### config.mk
export PLATFORM = sky130hd
export DESIGN_NAME = operand_bypass
export DESIGN_NICKNAME = d
export VERILOG_FILES = /design/src/rtl/operand_bypass.sv
export SDC_FILE = /design/constraint.sdc
export NUM_CORES = 1
export LEC_CHECK = 0
export ABC_AREA = 1
export BUFFER_PORTS_ARGS = -buffer_cell sky130_fd_sc_hd__buf_4
export CAP_MARGIN = 30
export CORE_AREA = 2 2 129 131
export DETAILED_ROUTE_END_ITERATION = 7
export DIE_AREA = 0 0 131 133
export PLACE_DENSITY = 0.58
export SETUP_SLACK_MARGIN = 0.4
export SLEW_MARGIN = 20
export SYNTH_ARGS = -nofsm -noshare
export SYNTH_HDL_FRONTEND = slang
export SYNTH_SLANG_ARGS = --single-unit
### constraint.sdc
create_clock -name vclk -period 2
set_input_delay 0.4 -clock vclk [all_inputs]
set_output_delay 0.4 -clock vclk [all_outputs]
set_load 0.01 [all_outputs]
### src/rtl/operand_bypass.sv
module operand_bypass #(
  parameter int DATA_W = 32,
  parameter int REG_W  = 5
) (
  input  logic [REG_W-1:0]  ex_rs,
  input  logic [REG_W-1:0]  ex_rt,
  input  logic [DATA_W-1:0] rf_rs_val,
  input  logic [DATA_W-1:0] rf_rt_val,
  input  logic              ex_use_imm,
  input  logic [DATA_W-1:0] ex_imm,
  input  logic              exm_wr,
  input  logic              exm_dst_rd,
  input  logic [REG_W-1:0]  exm_rd,
  input  logic [REG_W-1:0]  exm_rt,
  input  logic [DATA_W-1:0] exm_alu,
  input  logic              mwb_wr,
  input  logic              mwb_dst_rd,
  input  logic [REG_W-1:0]  mwb_rd,
  input  logic [REG_W-1:0]  mwb_rt,
  input  logic              mwb_is_load,
  input  logic [DATA_W-1:0] mwb_alu,
  input  logic [DATA_W-1:0] mwb_mem,
  output logic [1:0]        sel_a,
  output logic [1:0]        sel_b,
  output logic [DATA_W-1:0] opnd_a,
  output logic [DATA_W-1:0] opnd_b,
  output logic [DATA_W-1:0] store_data
);
  localparam logic [1:0] SEL_RF  = 2'b00;
  localparam logic [1:0] SEL_EXM = 2'b10;
  localparam logic [1:0] SEL_MWB = 2'b01;
  localparam int         NSRC    = 2;

  logic [REG_W-1:0]  exm_dst, mwb_dst;
  logic              exm_live, mwb_live;
  logic [DATA_W-1:0] mwb_val;

  assign exm_dst  = exm_dst_rd ? exm_rd : exm_rt;
  assign mwb_dst  = mwb_dst_rd ? mwb_rd : mwb_rt;
  assign exm_live = exm_wr && (exm_dst != '0);
  assign mwb_live = mwb_wr && (mwb_dst != '0);
  assign mwb_val  = mwb_is_load ? mwb_mem : mwb_alu;

  logic [REG_W-1:0]  src   [NSRC];
  logic [DATA_W-1:0] rfv   [NSRC];
  logic [1:0]        sel   [NSRC];
  logic [DATA_W-1:0] value [NSRC];

  assign src[0] = ex_rs;
  assign src[1] = ex_rt;
  assign rfv[0] = rf_rs_val;
  assign rfv[1] = rf_rt_val;

  for (genvar g = 0; g < NSRC; g++) begin : g_lane
    logic hit_exm, hit_mwb;
    assign hit_exm = exm_live && (exm_dst == src[g]);
    assign hit_mwb = mwb_live && (mwb_dst == src[g]);
    always_comb begin
      if (hit_exm) begin
        sel[g]   = SEL_EXM;
        value[g] = exm_alu;
      end else if (hit_mwb) begin
        sel[g]   = SEL_MWB;
        value[g] = mwb_val;
      end else begin
        sel[g]   = SEL_RF;
        value[g] = rfv[g];
      end
    end
  end

  assign sel_a      = sel[0];
  assign sel_b      = sel[1];
  assign opnd_a     = value[0];
  assign store_data = value[1];
  assign opnd_b     = ex_use_imm ? ex_imm : value[1];
endmodule

==> insert_results.sql <==
INSERT INTO impl_metrics (metric_group, metric, value, unit) VALUES
('outcome', 'violations_in_the_final_reports', 'setup timing', ''),
('yosys', 'synth_fa_ha_area_frac', '0', ''),
('final_layout', 'multi_input_gate_area_in_the_final_layout', '3970', 'um2'),
('hold_path', 'min_to', 'opnd_b[28]', ''),
('timing', 'post-route-period-util', '1.21', ''),
('die', 'initial_utilization', '0.212', ''),
('yosys', 'synthesis.area', '3430', 'um2'),
('die', 'io-pin-count', '328', ''),
('outcome', 'run_status', 'finished, violations left', ''),
('route', 'aggregate_routed_wire_length', '21.2', 'mm'),
('global_route', 'grt_max_degree', '42', ''),
('die', 'die_width', '131', 'um'),
('timing', 'timing_max_transition_violations_final', '0', ''),
('yosys', 'yosys.cell_count.top_type', 'nand2_1', ''),
('timing', 'relSlewSlack', '0.709', ''),
('final_layout', 'fin_util', '0.542', ''),
('critical_path', 'path_max_fanout', '5', ''),
('yosys', 'synth_largest_area_cell', 'nand2_1', ''),
('power_and_ir_drop', 'power.leakage', '0.00486', 'uW'),
('final_layout', 'post-route-cell-area', '8770', 'um2'),
('power_and_ir_drop', 'worst_ir_drop_vdd', '0.0939', 'mV'),
('cts', 'cts_hold_buf', '0', ''),
('placed_design', 'placedCellCount', '1330', ''),
('route', 'detail_route.wl_per_cell', '15.6', 'um'),
('yosys', 'yosysSeqAreaShare', '0', ''),
('critical_path', 'worstSetupEndpointType', 'primary output', ''),
('yosys', 'synth.top_cell.area_share', '0.329', ''),
('global_route', 'antenna_found_initial', '0', ''),
('final_layout', 'layout-drive-gt1-share', '0.628', ''),
('global_route', 'grt_use_total', '0.216', ''),
('yosys', 'postSynthNetCount', '1006', ''),
('placed_design', 'finalWeightedCongestion', '0.840', ''),
('yosys', 'synth_compound_area_frac', '0.0636', ''),
('final_layout', 'flow.area_growth_from_synthesis', '156', '%'),
('die', 'core', '16200', 'um2'),
('timing', 'worstMarginPinSlew', '0.431', 'ns'),
('route', 'initialDrtViolationCount', '251', ''),
('power_and_ir_drop', 'power.switching', '825', 'uW'),
('hold_path', 'worstHoldPathCells', '4', ''),
('critical_path', 'crit_path_top_delay_cell', 'or2_4', ''),
('final_layout', 'clock_buffer_count_in_the_final_layout', '0', ''),
('yosys', 'post_synth_most_frequent_cells', '300 x nand2_1, 172 x nand3_1, 153 x inv_1, 32 x and2_1, 32 x o21ai_0', ''),
('timing', 'fmax', '0.412', 'GHz'),
('final_layout', 'finish.cell_count_without_fillers', '1361', ''),
('final_layout', 'insertedDiodeCount', '0', ''),
('placed_design', 'place.port_buffers', '328', ''),
('timing', 'report.final.hold_viol_count', '0', ''),
('yosys', 'synth_xor_area_frac', '0.0307', ''),
('final_layout', 'register_area', '0', 'um2'),
('critical_path', 'start_kind', 'primary input', ''),
('yosys', 'yosysUniqueCellTypes', '22', ''),
('final_layout', 'finalNetCount', '1371', ''),
('timing', 'worst_slack', '-0.424', 'ns'),
('yosys', 'synth.top_cells.by_area', 'nand2_1 33%, nand3_1 25%, inv_1 17%', ''),
('power_and_ir_drop', 'combinational_fraction_of_design_power', '1.000', ''),
('global_route', 'number_of_global_route_vias_before_repair', '5669', ''),
('route', 'routed-via-count', '6063', ''),
('die', 'die-area', '17400', 'um2'),
('critical_path', 'cp_cell_sequence', 'buf_8 > or2_4 > nand3_2 > nand4_1 > nor2_4 > nand2_8 > buf_8 > buf_6 > nand2_4 > nand3_4 > and2_4 > buf_6', ''),
('timing', 'hold-worst-slack', '1.07', 'ns'),
('critical_path', 'criticalPathCategory', 'in2out', ''),
('hold_path', 'min_from', 'ex_imm[28]', ''),
('die', 'number_of_rows_in_the_core_area', '47', ''),
('critical_path', 'critical_path_arrival', '2.02', 'ns'),
('run', 'maxCapViolCount', '0', ''),
('route', 'post_drt_via_cell_ratio', '4.45', ''),
('power_and_ir_drop', 'intPower', '997', 'uW'),
('timing', 'finalSetupViolCount', '99', ''),
('hold_path', 'timing.hold.worst.class', 'in2out', ''),
('critical_path', 'critical-path-max-stage-delay', '0.24', 'ns'),
('placed_design', 'dp_hpwl', '15.4', 'mm');
-- cell type report --
cell class	instances	share of cell area
inverters	156	0.0685
multi-input cells	573	0.453
well taps	220	0.0314
repair buffers	412	0.447
-- timing repair --
action                                  CTS  global route
gates cloned                              8             5
setup buffers                            13             5
pin swaps                                39            65
gates resized for setup                 114           142
hold endpoints to repair                  0             0
endpoints found under the setup margin  100           100
-- worst max-delay path by stage --
| stage | to | slack (ns) | startpoint |
|---|---|---|---|
| floorplan | opnd_a[21] | -0.13 | mwb_dst_rd |
| global placement | store_data[10] | -0.47 | mwb_dst_rd |
| detailed placement | store_data[10] | -0.47 | mwb_dst_rd |
| CTS | opnd_b[29] | -0.45 | mwb_rt[0] |
| global route | opnd_a[6] | -0.51 | mwb_dst_rd |
| finish | store_data[24] | -0.42 | mwb_dst_rd |
-- cells by family after synthesis --
logic type	Yosys count
xor gates and xnor gates	12
and+or+nand+nor	522
buffers and inverters	205
AOI/OAI and AO/OA	39
-- placed cells by master, fill, tap and decap left out, types with 6 or more instances in the layout --
cell / n
buf_4: 304
xor2_1: 9
buf_8: 6
inv_1: 147
inv_2: 6
nor2_1: 6
o21ai_0: 32
buf_16: 9
nand3_4: 19
nand2_4: 26
nand2_1: 174
nand3_1: 50
and2_4: 32
nand3_2: 103
buf_6: 67
nand2_2: 100
buf_12: 21
-- power groups by stage --
stage          clock network, uW  registers, uW  logic, uW
5_1_grt                        0              0       1960
3_3_place_gp                   0              0       1510
2_1_floorplan                  0              0        740
6_report                       0              0       1820
4_1_cts                        0              0       1670
3_5_place_dp                   0              0       1520
-- critical path: cells and delay by family --
kind	cells	cell delay (ns)
buf+inv	4	0.52
simple gates	8	1.10
-- per-stage QoR --
step / TNS, ns / total power (uW) / setup slack, ns
global placement: -40.48 / 1510 / -0.472
finish: -33.71 / 1820 / -0.424
floorplan: -9.10 / 740 / -0.133
detailed placement: -40.30 / 1520 / -0.470
CTS: -36.12 / 1670 / -0.449
global route: -44.49 / 1960 / -0.511
-- layer usage --
metal	part of all wire	routed length, um	global-route usage	vias up
li1	-	-	-	3086
met1	0.41	8670	0.276	2725
met2	0.51	10900	0.398	231
met3	0.064	1370	0.0190	21
met4	0.015	317	0.0331	0
met5	0	0	0	-
Note: power is estimated with default switching activity, not from simulation.
